$ cat src/rtl/smseq_pkg.sv
package smseq_pkg;
  localparam int LAT_W = 2;

  typedef enum logic [1:0] {
    SQ_IDLE  = 2'd0,
    SQ_ACT   = 2'd1,
    SQ_DESEL = 2'd2
  } sq_state_e;

  typedef struct packed {
    logic [LAT_W-1:0] rd_lat;
    logic [LAT_W-1:0] wr_lat;
    logic             ce_hold;
    logic             fifo;
    logic             clk_sel;
  } sq_cfg_t;
endpackage

$ cat src/rtl/smseq_tick_sel.sv
module smseq_tick_sel #(
  parameter int N_SRC = 2,
  localparam int SEL_W = (N_SRC > 1) ? $clog2(N_SRC) : 1
) (
  input  logic [N_SRC-1:0] srcs,
  input  logic [SEL_W-1:0] sel,
  output logic             tick
);
  generate
    if (N_SRC == 1) begin : g_single
      assign tick = srcs[0];
    end else begin : g_mux
      assign tick = srcs[sel];
    end
  endgenerate
endmodule

$ cat src/rtl/smseq_phase_ctr.sv
module smseq_phase_ctr #(
  parameter int W = 2
) (
  input  logic         clk,
  input  logic         rst,
  input  logic         clr,
  input  logic         inc,
  output logic [W-1:0] k
);
  always_ff @(posedge clk) begin
    if (rst || clr) k <= '0;
    else if (inc)   k <= k + W'(1);
  end
endmodule

$ cat src/rtl/smseq_rd_capture.sv
module smseq_rd_capture #(
  parameter int DW = 32
) (
  input  logic          clk,
  input  logic          rst,
  input  logic          cap,
  input  logic          is_read,
  input  logic [DW-1:0] dq_i,
  output logic          done,
  output logic [DW-1:0] rdata
);
  always_ff @(posedge clk) begin
    if (rst) begin
      done  <= 1'b0;
      rdata <= '0;
    end else begin
      done <= cap;
      if (cap && is_read) rdata <= dq_i;
    end
  end
endmodule

$ cat src/rtl/sync_mem_seq.sv
module sync_mem_seq
  import smseq_pkg::*;
#(
  parameter int AW = 16,
  parameter int DW = 32,
  localparam int BW = DW / 8
) (
  input  logic             clk,
  input  logic             rst,
  input  logic [LAT_W-1:0] cfg_rd_lat,
  input  logic [LAT_W-1:0] cfg_wr_lat,
  input  logic             cfg_ce_hold,
  input  logic             cfg_fifo_mode,
  input  logic             cfg_clk_sel,
  input  logic             bclk_tick0,
  input  logic             bclk_tick1,
  input  logic             req_valid,
  output logic             req_ready,
  input  logic             req_write,
  input  logic [AW-1:0]    req_addr,
  input  logic [BW-1:0]    req_be,
  input  logic [DW-1:0]    req_wdata,
  output logic             rsp_done,
  output logic [DW-1:0]    rsp_rdata,
  output logic             bus_ce_n,
  output logic [BW-1:0]    bus_be_n,
  output logic [AW-1:0]    bus_addr,
  output logic             bus_strb_n,
  output logic             bus_oe_n,
  output logic             bus_we_n,
  output logic [DW-1:0]    bus_dq_o,
  output logic             bus_dq_oe,
  input  logic [DW-1:0]    bus_dq_i
);

  typedef struct packed {
    logic          ce_n;
    logic          strb_n;
    logic          oe_n;
    logic          we_n;
    logic [BW-1:0] be_n;
    logic          dq_oe;
  } pin_t;

  localparam pin_t PINS_IDLE  = '{ce_n: 1'b1, strb_n: 1'b1, oe_n: 1'b1, we_n: 1'b1, be_n: '1, dq_oe: 1'b0};
  localparam pin_t PINS_DESEL = '{ce_n: 1'b1, strb_n: 1'b0, oe_n: 1'b1, we_n: 1'b1, be_n: '1, dq_oe: 1'b0};

  function automatic pin_t phase_pins(input logic wr, input logic [LAT_W-1:0] k,
                                      input logic [LAT_W-1:0] lat, input logic ce_hold,
                                      input logic fifo, input logic [BW-1:0] be);
    pin_t p;
    p.ce_n   = !((k == '0) || (!wr && ce_hold));
    p.strb_n = !((k == '0) && (!wr || !fifo));
    p.oe_n   = wr;
    p.we_n   = !(wr && (k == '0));
    p.be_n   = wr ? ~be : '0;
    p.dq_oe  = wr && (k == lat);
    return p;
  endfunction

  sq_state_e        st_q, st_d;
  sq_cfg_t          cfg_live, cfg_q, cfg_use;
  pin_t             pins_q, pins_d;
  logic             wr_q;
  logic [BW-1:0]    be_q;
  logic [LAT_W-1:0] k, lat_cur;
  logic             tick, k_clr, k_inc, cap, last;

  assign cfg_live = '{rd_lat: cfg_rd_lat, wr_lat: cfg_wr_lat, ce_hold: cfg_ce_hold,
                      fifo: cfg_fifo_mode, clk_sel: cfg_clk_sel};
  assign cfg_use  = (st_q == SQ_IDLE) ? cfg_live : cfg_q;

  smseq_tick_sel #(.N_SRC(2)) u_tick (
    .srcs ({bclk_tick1, bclk_tick0}),
    .sel  (cfg_use.clk_sel),
    .tick (tick)
  );

  assign req_ready = (st_q == SQ_IDLE) && tick;
  assign lat_cur   = wr_q ? cfg_q.wr_lat : cfg_q.rd_lat;
  assign last      = (k == lat_cur);

  always_comb begin
    st_d   = st_q;
    pins_d = PINS_IDLE;
    k_clr  = 1'b0;
    k_inc  = 1'b0;
    cap    = 1'b0;
    unique case (st_q)
      SQ_IDLE: if (req_valid) begin
        st_d   = SQ_ACT;
        k_clr  = 1'b1;
        pins_d = phase_pins(req_write, '0, req_write ? cfg_live.wr_lat : cfg_live.rd_lat,
                            cfg_live.ce_hold, cfg_live.fifo, req_be);
      end
      SQ_ACT: if (last) begin
        cap = 1'b1;
        if (cfg_q.fifo) st_d = SQ_IDLE;
        else begin
          st_d   = SQ_DESEL;
          pins_d = PINS_DESEL;
        end
      end else begin
        k_inc  = 1'b1;
        pins_d = phase_pins(wr_q, k + LAT_W'(1), lat_cur, cfg_q.ce_hold, cfg_q.fifo, be_q);
      end
      SQ_DESEL: st_d = SQ_IDLE;
      default:  st_d = SQ_IDLE;
    endcase
  end

  always_ff @(posedge clk) begin
    if (rst) begin
      st_q     <= SQ_IDLE;
      pins_q   <= PINS_IDLE;
      cfg_q    <= '0;
      wr_q     <= 1'b0;
      be_q     <= '0;
      bus_addr <= '0;
      bus_dq_o <= '0;
    end else if (tick) begin
      st_q   <= st_d;
      pins_q <= pins_d;
      if (st_q == SQ_IDLE && req_valid) begin
        cfg_q    <= cfg_live;
        wr_q     <= req_write;
        be_q     <= req_be;
        bus_addr <= req_addr;
        bus_dq_o <= req_wdata;
      end
    end
  end

  smseq_phase_ctr #(.W(LAT_W)) u_ctr (
    .clk (clk),
    .rst (rst),
    .clr (tick && k_clr),
    .inc (tick && k_inc),
    .k   (k)
  );

  smseq_rd_capture #(.DW(DW)) u_cap (
    .clk     (clk),
    .rst     (rst),
    .cap     (tick && cap),
    .is_read (!wr_q),
    .dq_i    (bus_dq_i),
    .done    (rsp_done),
    .rdata   (rsp_rdata)
  );

  assign bus_ce_n   = pins_q.ce_n;
  assign bus_strb_n = pins_q.strb_n;
  assign bus_oe_n   = pins_q.oe_n;
  assign bus_we_n   = pins_q.we_n;
  assign bus_be_n   = pins_q.be_n;
  assign bus_dq_oe  = pins_q.dq_oe;

  AST_DONE_SINGLE: assert property (@(posedge clk) disable iff (rst)
    rsp_done |=> !rsp_done);
  AST_NO_DRIVE_ON_READ: assert property (@(posedge clk) disable iff (rst)
    bus_dq_oe |-> bus_oe_n);
  AST_WE_ONE_CYCLE: assert property (@(posedge clk) disable iff (rst)
    (tick && !bus_we_n) |=> bus_we_n);
  AST_CE_FOLLOWS_OE: assert property (@(posedge clk) disable iff (rst)
    (cfg_q.ce_hold && !bus_oe_n) |-> !bus_ce_n);
  AST_FIFO_STRB_READ: assert property (@(posedge clk) disable iff (rst)
    (cfg_q.fifo && !bus_strb_n) |-> !bus_oe_n);
  AST_HOLD_BETWEEN_TICKS: assert property (@(posedge clk) disable iff (rst)
    !tick |=> $stable({bus_ce_n, bus_strb_n, bus_oe_n, bus_we_n, bus_be_n, bus_dq_oe, bus_addr}));
  AST_ACCEPT_CMD: assert property (@(posedge clk) disable iff (rst)
    (req_valid && req_ready) |=> !bus_ce_n);

endmodule

$ cat config.mk
export PLATFORM = sky130hd
export DESIGN_NAME = sync_mem_seq
export DESIGN_NICKNAME = d
export VERILOG_FILES = /design/src/rtl/smseq_pkg.sv /design/src/rtl/smseq_tick_sel.sv /design/src/rtl/smseq_phase_ctr.sv /design/src/rtl/smseq_rd_capture.sv /design/src/rtl/sync_mem_seq.sv
export SDC_FILE = /design/constraint.sdc
export NUM_CORES = 1
export LEC_CHECK = 0
export BUFFER_PORTS_ARGS = -buffer_cell sky130_fd_sc_hd__buf_4
export CAP_MARGIN = 20
export CORE_MARGIN = 3
export CORE_UTILIZATION = 45
export DETAILED_ROUTE_END_ITERATION = 8
export PLACE_DENSITY = 0.78
export SETUP_SLACK_MARGIN = 0.5
export SYNTH_ARGS = -nofsm -noshare
export SYNTH_HDL_FRONTEND = slang
export SYNTH_SLANG_ARGS = --single-unit
export TNS_END_PERCENT = 100
$ cat constraint.sdc
create_clock -name clk -period 3.6 [get_ports clk]
set_clock_uncertainty 0.2 [all_clocks]
set_input_delay 0.9 -clock clk [delete_from_list [all_inputs] [get_ports clk]]
set_output_delay 0.9 -clock clk [all_outputs]
set_load 0.1 [all_outputs]
# Word-level counts from Yosys, hierarchy flattened
# Index checks and enable logic that the tools add are counted.
[op_classes] bitwise=2 order_cmp=1 n_eq_ne=5 add_sub_neg=1 reduce_logical=28 n_mux=21
[op_table] op="9-bit two-way mux" n=2
[op_table] op="9-bit case mux with 2 select lines" n=1
[op_table] op="1-bit logical AND" n=11
[op_table] op="2-bit two-way mux" n=5
[op_table] op="1-bit two-way mux" n=9
[op_table] op="1-bit logical NOT" n=8
[op_table] op="4-bit two-way mux" n=2
[op_table] op="8-bit two-way mux" n=1
[op_table] op="4-bit inverter" n=2
[op_table] op="2-bit logical NOT" n=3
[op_table] op="2-bit equality test" n=2
[op_table] op="1-bit logical OR" n=4
[op_table] op="2-bit != test (second input constant)" n=2
[op_table] op="2-bit case mux with 2 select lines" n=1
[op_table] op="3-bit AND reduction" n=1
[op_table] op="2-bit by 1-bit adder with 2-bit output (second input constant)" n=1
[op_table] op="2-bit by 1-bit equality test with 1-bit output (second input constant)" n=1
[op_table] op="1-bit by 2-bit less-than comparator with 1-bit output (second input constant)" n=1
[op_table] op="2-bit AND reduction" n=1
[word_totals] wordCells=77 register_bits=106 output_inout_bits=91 in_bits=97

# Longest topological paths before layout
# Gate-level depths: netlist of run 1.
[logic_depth] ltp_word=6 mapped_depth=9

# By module
# Synthesis of run 1 repeated with hierarchy kept, for this count alone.
[unflattened] hier_cells=516 hier_area_um2=4384.2
[modules_own_cells] module="sync_mem_seq" cells_each=360 n_inst=1 area_per_inst_um2=2788.9
[modules_own_cells] module="smseq_rd_capture" cells_each=148 n_inst=1 area_per_inst_um2=1496.4
[modules_own_cells] module="smseq_phase_ctr" cells_each=7 n_inst=1 area_per_inst_um2=83.8
[modules_own_cells] module="smseq_tick_sel" cells_each=1 n_inst=1 area_per_inst_um2=15.0

# Least setup slack after synthesis of run 1
# No wires, ideal clock.
[synth_timing] path_type="in2out" start="in cfg_clk_sel" end="out req_ready" setup_slack_ns=-1.015 required_ns=2.500 arrival_ns=3.515 stages=4 path_cell_list="mux2i_1 mux2i_1 clkbuf_1 nor3_1"
[synth_via] elab_chain_cells=4
[synth_rtl] item="from (decl)" line="sync_mem_seq.sv:14" text="input logic cfg_clk_sel,"
[synth_rtl] item="1-bit two-way mux" line="sync_mem_seq.sv:71" text="assign cfg_use = (st_q == SQ_IDLE) ? cfg_live : cfg_q;"
[synth_rtl] item="1-bit two-way mux (not written as such) (2 in series)" line="smseq_tick_sel.sv:13" text="assign tick = srcs[sel];"
[synth_rtl] item="1-bit logical AND" line="sync_mem_seq.sv:79" text="assign req_ready = (st_q == SQ_IDLE) && tick;"
[synth_rtl] item="to (decl)" line="sync_mem_seq.sv:18" text="output logic req_ready,"
# Every way passes these cells. The select of a mux whose other input is x is not followed.

# Final worst setup path of run 1
[layout_timing] start="reg st_q[0]" end="out req_ready"
[layout_via] elab_chain_cells=5
[layout_rtl] item="from (decl)" line="sync_mem_seq.sv:61" text="sq_state_e st_q, st_d;"
[layout_rtl] item="from (signal assigned)" line="sync_mem_seq.sv:122" text="st_q <= st_d;"
[layout_rtl] item="2-bit logical NOT *" line="sync_mem_seq.sv:71, sync_mem_seq.sv:79"
[layout_rtl] item="1-bit two-way mux" line="sync_mem_seq.sv:71"
[layout_rtl] item="1-bit two-way mux (not written as such) (2 in series)" line="smseq_tick_sel.sv:13"
[layout_rtl] item="1-bit logical AND *" line="sync_mem_seq.sv:79"
# Mark *: on every way between the ends. The rest lies on a longest branch, timed or not. The select of a mux whose other input is x is not followed.

==> results of run 1 <==
[worst reg2reg max path, stage by stage (launching register included)]
cell and delay, ns:
dfxtp_1 0.60, mux2i_1 0.28, xnor2_1 0.19, or4_1 1.02
nand2_1 0.25, a21oi_1 0.10
[cells in the mapped netlist, drive strengths merged]
cell type / instances / area share
xnor2: 3 / 0.0066
ha: 1 / 0.0031
o21ai: 11 / 0.014
inv: 2 / 0.0019
mux2i: 6 / 0.015
a32oi: 1 / 0.0022
or4: 1 / 0.0019
o22ai: 3 / 0.0047
o31ai: 2 / 0.0038
nor3: 5 / 0.0063
a31oi: 2 / 0.0031
dfxtp: 106 / 0.53
nor2b: 4 / 0.0063
nand2: 185 / 0.17
nor3b: 2 / 0.0038
mux2: 3 / 0.0085
and2: 1 / 0.0016
o21bai: 1 / 0.0019
nand3: 3 / 0.0038
nand4: 1 / 0.0016
nor4: 2 / 0.0047
a21o: 1 / 0.0019
xor2: 2 / 0.0044
a2111oi: 1 / 0.0022
or2: 1 / 0.0016
buf: 15 / 0.024
a22oi: 1 / 0.0019
a21oi: 99 / 0.12
nor2: 11 / 0.010
o2111ai: 2 / 0.0044
clkbuf: 20 / 0.019
nand2b: 1 / 0.0016
[cell type report]
class | count | area [µm²]
Fill cell | 700 | 2750
Sequential cell | 106 | 2120
Multi-Input combinational cell | 356 | 1720
Timing Repair Buffer | 193 | 1470
Clock buffer | 11 | 141
Tap cell | 105 | 131
Clock inverter | 5 | 40.0
Inverter | 2 | 7.51
[power by group]
group / total [mW] / switching [mW] / internal [mW]
sequential: 1.27 / 0.0392 / 1.23
combinational: 0.753 / 0.549 / 0.204
clock: 0.661 / 0.388 / 0.273
total: 2.69 / 0.976 / 1.71
[cells in the final DEF, fill, tap and decap left out, types with 2 or more instances in the layout]
cell and count:
o2111ai_1 2, inv_1 2, nand3_1 3, buf_4 191
clkinvlp_4 3, nor3b_1 2, nand2_1 184, clkinv_4 2
xnor2_1 3, a21oi_1 99, mux2_2 3, o21ai_0 11
clkbuf_8 10, buf_12 2, nor2b_1 4, xor2_1 2
o31ai_1 2, dfxtp_1 106, o22ai_1 3, nor2_1 10
a31oi_1 2, nor3_1 4, mux2i_1 4
[how the worst max path moves through the flow]
stage               cells past startpoint  slack, ns        start          end
global route                            5       0.50      st_q[0]    req_ready
floorplan                               4       0.36  cfg_clk_sel    req_ready
finish                                  5       0.60      st_q[0]    req_ready
global placement                        5       0.70  cfg_clk_sel    req_ready
CTS                                     5       0.57      st_q[0]    req_ready
detailed placement                      6       0.58    req_valid  bus_dq_o[6]
[state kept, by name (all words and copies together), names as in the netlist]
register,count
bus_dq_o,32
u_cap.rdata,32
bus_addr,16
cfg_q,7
be_q,4
bus_be_n,4
st_q,2
u_ctr.k,2
bus_ce_n,1
bus_dq_oe,1
bus_oe_n,1
bus_strb_n,1
bus_we_n,1
u_cap.done,1
wr_q,1
[per-layer routing]
metal,track usage,routed length (µm),up-vias
met4,0.0599,93,0
li1,-,-,1984
met3,0.0542,1090,11
met1,0.261,4290,1749
met5,0,0,-
met2,0.349,5110,172
[timing repair]
action | in CTS | in global routing
gates resized for setup | 1 | 1
setup endpoints to repair | 1 | 1
endpoints found under the hold margin | 0 | 0
hold buffers | 0 | 0
pin swaps | 0 | 0
[kinds of logic after synthesis]
| kind of cell | Yosys count | synth area share |
|---|---|---|
| simple gates | 217 | 0.218 |
| fa+ha+maj | 1 | 0.00315 |
| mux | 9 | 0.0236 |
| compound gates | 124 | 0.165 |
| flops | 106 | 0.534 |
| xor+xnor | 5 | 0.0110 |
| buf+inv | 37 | 0.0450 |
[stage by stage]
step	hold slack (ns)	worst slack [ns]	power (mW)
floorplan	0.233	0.362	1.84
global placement	0.242	0.703	2.04
detailed placement	0.247	0.578	2.05
CTS	0.261	0.574	2.71
global route	0.281	0.503	2.81
finish	0.258	0.599	2.69
==> metrics.txt, run 1 <==
maxcap violations=0; number of DRC markers in iteration 0=157; share of cells above drive strength 1=0.325; first-pass GRT wire length=17,000 µm; drt total wl=10,600 µm; die height=100 µm; DRT Pass-1 Iters=5; CTS Root Cell=clkbuf_8; Worst setup SP type=flop; Post-Place Cell Area=5450 µm²; synthesis-to-layout area growth=41.9%; RSZ-0062 raised after global routing=no; largest net degree at the start of global routing=72; DRC viols=0; GP Congestion=0.843; routed length per instance=13.6 µm; Slew HR=0.310; via count=3,916; crit path max fanout=10; vias in the first global route=3,711; #FFs+latches synth=106; sequence of cells on the critical path=nor2_4 -> mux2i_4 -> mux2i_2 -> nor3_4 -> buf_4; HP Class=flop to flop; reg-to-reg critical path endpoint=u_cap.rdata[4]; initial antenna violation count=0; Worst EP required=2.50 ns; fin cells=778; Die Wd=100 µm; H-tree depth=3; status=finished clean; Synth warnings=0; Cell variety after synth=35; Cells after Synth=499; input/output buffers=187; # diodes=0; Setup TNS Final=0 ns; grt total ovfl=0; DIE AREA=9990 µm²; Fmax=333 MHz; Util after Layout=0.672; FP Rows=33; vias per cell=5.03; Worst Path Buf+Inv=1; hold path depth=2; slowest cell on the critical path=dfxtp_1; Starting Density=0.474; Mapped Area=3970 µm²; CTS tree=yes; endpoints failing hold=0; hold path endpoint=cfg_q[5]; data arrival time of the critical path=1.90 ns; FF-to-FF path depth=5; CTS clk-pin slew, worst paths=0.09 ns; CP Capture Type=primary output; clock buffer depth=2; Final #Nets=766; Mapped Avg Cell Area=7.96 µm²; Total GRT Usage=0.207; crit share post-route=0.834; worst slew pin tran=1.04 ns; Power Density=476 nW/µm²; clk sinks=106; fin crit period=3.00 ns; dpl cells=762; post-CTS setup buffers=0; CP top delay family=flip-flops; Slew Limit Fails=0; clock latency at the later pin of the worst-skew pair=0.34 ns; syn nets=597; worst r2r src=wr_q; Pleak=2.39 nW; Peak VDD IR=227 µV; core region area=8380 µm²; Hold Path Origin=cfg_q[5]; CTS buffer count=9; crit path kind=flop to primary output; FF-to-FF setup slack=0.83 ns; Final ANT Viol Nets=0; sequential element share of the synthesized area=0.534; Slowest Stage Delay on Critical Path=0.60 ns; IO Pins=188; design area=5640 µm²; HPWL Detailed=7730 µm; final setup vio count=0
No activity file was read; power rests on OpenSTA's default activity.
==> inputs of run 2 (changes only) <==
- CORE_UTILIZATION: 45 -> 42
- PLACE_DENSITY: 0.78 -> 0.76
- clock period: 3.6 -> 2.6 ns (I/O delays scaled with it)
==> metrics.txt, run 2 (synthesized netlist as in run 1, its figures left out) <==
status=finished clean; first-pass GRT wire length=16,800 µm; slowest cell on the critical path=dfxtp_4; share of cells above drive strength 1=0.349; combinational share of power=0.285; clock buffer depth=2; CTS Root Cell=clkbuf_8; DIE AREA=10,700 µm²; crit path max fanout=2; FP Rows=34; endpoints failing hold=0; Int Pwr=2.40 mW; HPWL Detailed=7990 µm; Worst setup SP type=flop; GP Congestion=0.817; clock share of power=0.252; Slew HR=0.594; H-tree depth=3; routed length per instance=13.8 µm; Largest regs=bus_dq_o (32), u_cap.rdata (32), bus_addr (16); cell mode on critical path=mux2i_4; core region area=8930 µm²; data arrival time of the critical path=1.65 ns; CTS clk-pin slew, worst paths=0.10 ns; Net Sw Frac=0.367; CTS buffer count=9; DRT Pass-1 Iters=4; Power Density=656 nW/µm²; maxcap violations=0; IO Pins=188; number of DRC markers in iteration 0=171; drt total wl=10,900 µm; fin cells=790; Hold-fix buffers, CTS=0; Die Wd=103 µm; worst slew pin tran=0.608 ns; most frequent cells in the layout=buf_4, nand2_1, dfxtp_1, a21oi_1, o21ai_0; RSZ-0062 raised after global routing=yes; vias in the first global route=3,704; Util after Layout=0.647; Total Power=3.79 mW; initial antenna violation count=0; HP Class=flop to flop; largest net degree at the start of global routing=60; DRC viols=0; clock latency at the later pin of the worst-skew pair=0.35 ns; switching pwr=1.39 mW; final setup vio count=0; crit share post-route=0.962; grt total ovfl=0; Final #Nets=775; Reg power frac=0.463; Slew Limit Fails=0; Final ANT Viol Nets=0; fill count=766; Total GRT Usage=0.196; clk sinks=106; Fmax=400 MHz; CP Capture Type=primary output; Peak VDD IR=380 µV; sequence of cells on the critical path=nor2_4 -> mux2i_4 -> mux2i_4 -> nor3_4 -> buf_12; Slowest Stage Delay on Critical Path=0.37 ns; die height=103 µm; # diodes=0; Starting Density=0.445; CTS tree=yes; synthesis-to-layout area growth=45.4%; Worst EP required=1.75 ns; via count=3,935; Pleak=2.46 nW; vias per cell=4.98; fin crit period=2.50 ns; crit path kind=flop to primary output; most common cell after layout, fill and taps aside=buf_4; input/output buffers=187; dpl cells=771
[run 2: timing repair]
action / in CTS / in global routing
pin swaps: 2 / 1
setup endpoints to repair: 21 / 35
hold endpoints to repair: 0 / 0
setup buffers: 2 / 1
resized for setup: 7 / 10
[run 2: final timing paths]
path                                   start         endpoint  slack, ns  cells after the start
worst max register to register          wr_q  u_cap.rdata[17]       0.56                      6
worst min-delay path            bus_dq_o[16]     bus_dq_o[16]       0.26                      2
worst min register to register  bus_dq_o[16]     bus_dq_o[16]       0.26                      2
worst max-delay path                 st_q[1]        req_ready        0.1                      5
[run 2: layout make-up]
cell class              count  area (µm²)  area share
clock buffers              11         141      0.0245
clock inverters             5        46.3     0.00801
inverters                   2        7.51     0.00130
multi-input cells         356        1760       0.305
flip-flops and latches    106        2130       0.368
well taps                 108         135      0.0234
repair buffers            202        1550       0.269
[run 2: through the flow]
step / hold slack (ns) / setup slack (ns) / TNS [ns] / instance area [µm²]
floorplan: 0.233 / -0.138 / -0.138 / 4030
global placement: 0.242 / 0.201 / 0 / 5500
detailed placement: 0.247 / 0.180 / 0 / 5500
CTS: 0.260 / 0.0935 / 0 / 5730
global route: 0.279 / 0.0321 / 0 / 5780
finish: 0.259 / 0.0988 / 0 / 5780
[run 2: per-layer routing]
layer | global-route usage | part of all wire | vias to the layer above
met5 | 0 | 0 | -
met4 | 0.0598 | 0.014 | 0
met3 | 0.0584 | 0.087 | 12
met2 | 0.339 | 0.49 | 143
met1 | 0.235 | 0.41 | 1782
li1 | - | - | 1998
[run 2: power groups by stage]
stage / registers (mW) / logic [mW] / clock network [mW]
CTS: 1.75 / 1.07 / 0.986
detailed placement: 1.79 / 1.06 / 0
global route: 1.76 / 1.14 / 1.06
floorplan: 2.29 / 0.265 / 0
finish: 1.75 / 1.08 / 0.957
global placement: 1.79 / 1.05 / 0
[run 2: worst max-delay path, delay by kind of cell (launching register included)]
family                 cells  cell delay (ns)
flip-flops                 1             0.37
multiplexers               2             0.58
AND/OR/NAND/NOR            2             0.18
buffers and inverters      1             0.16
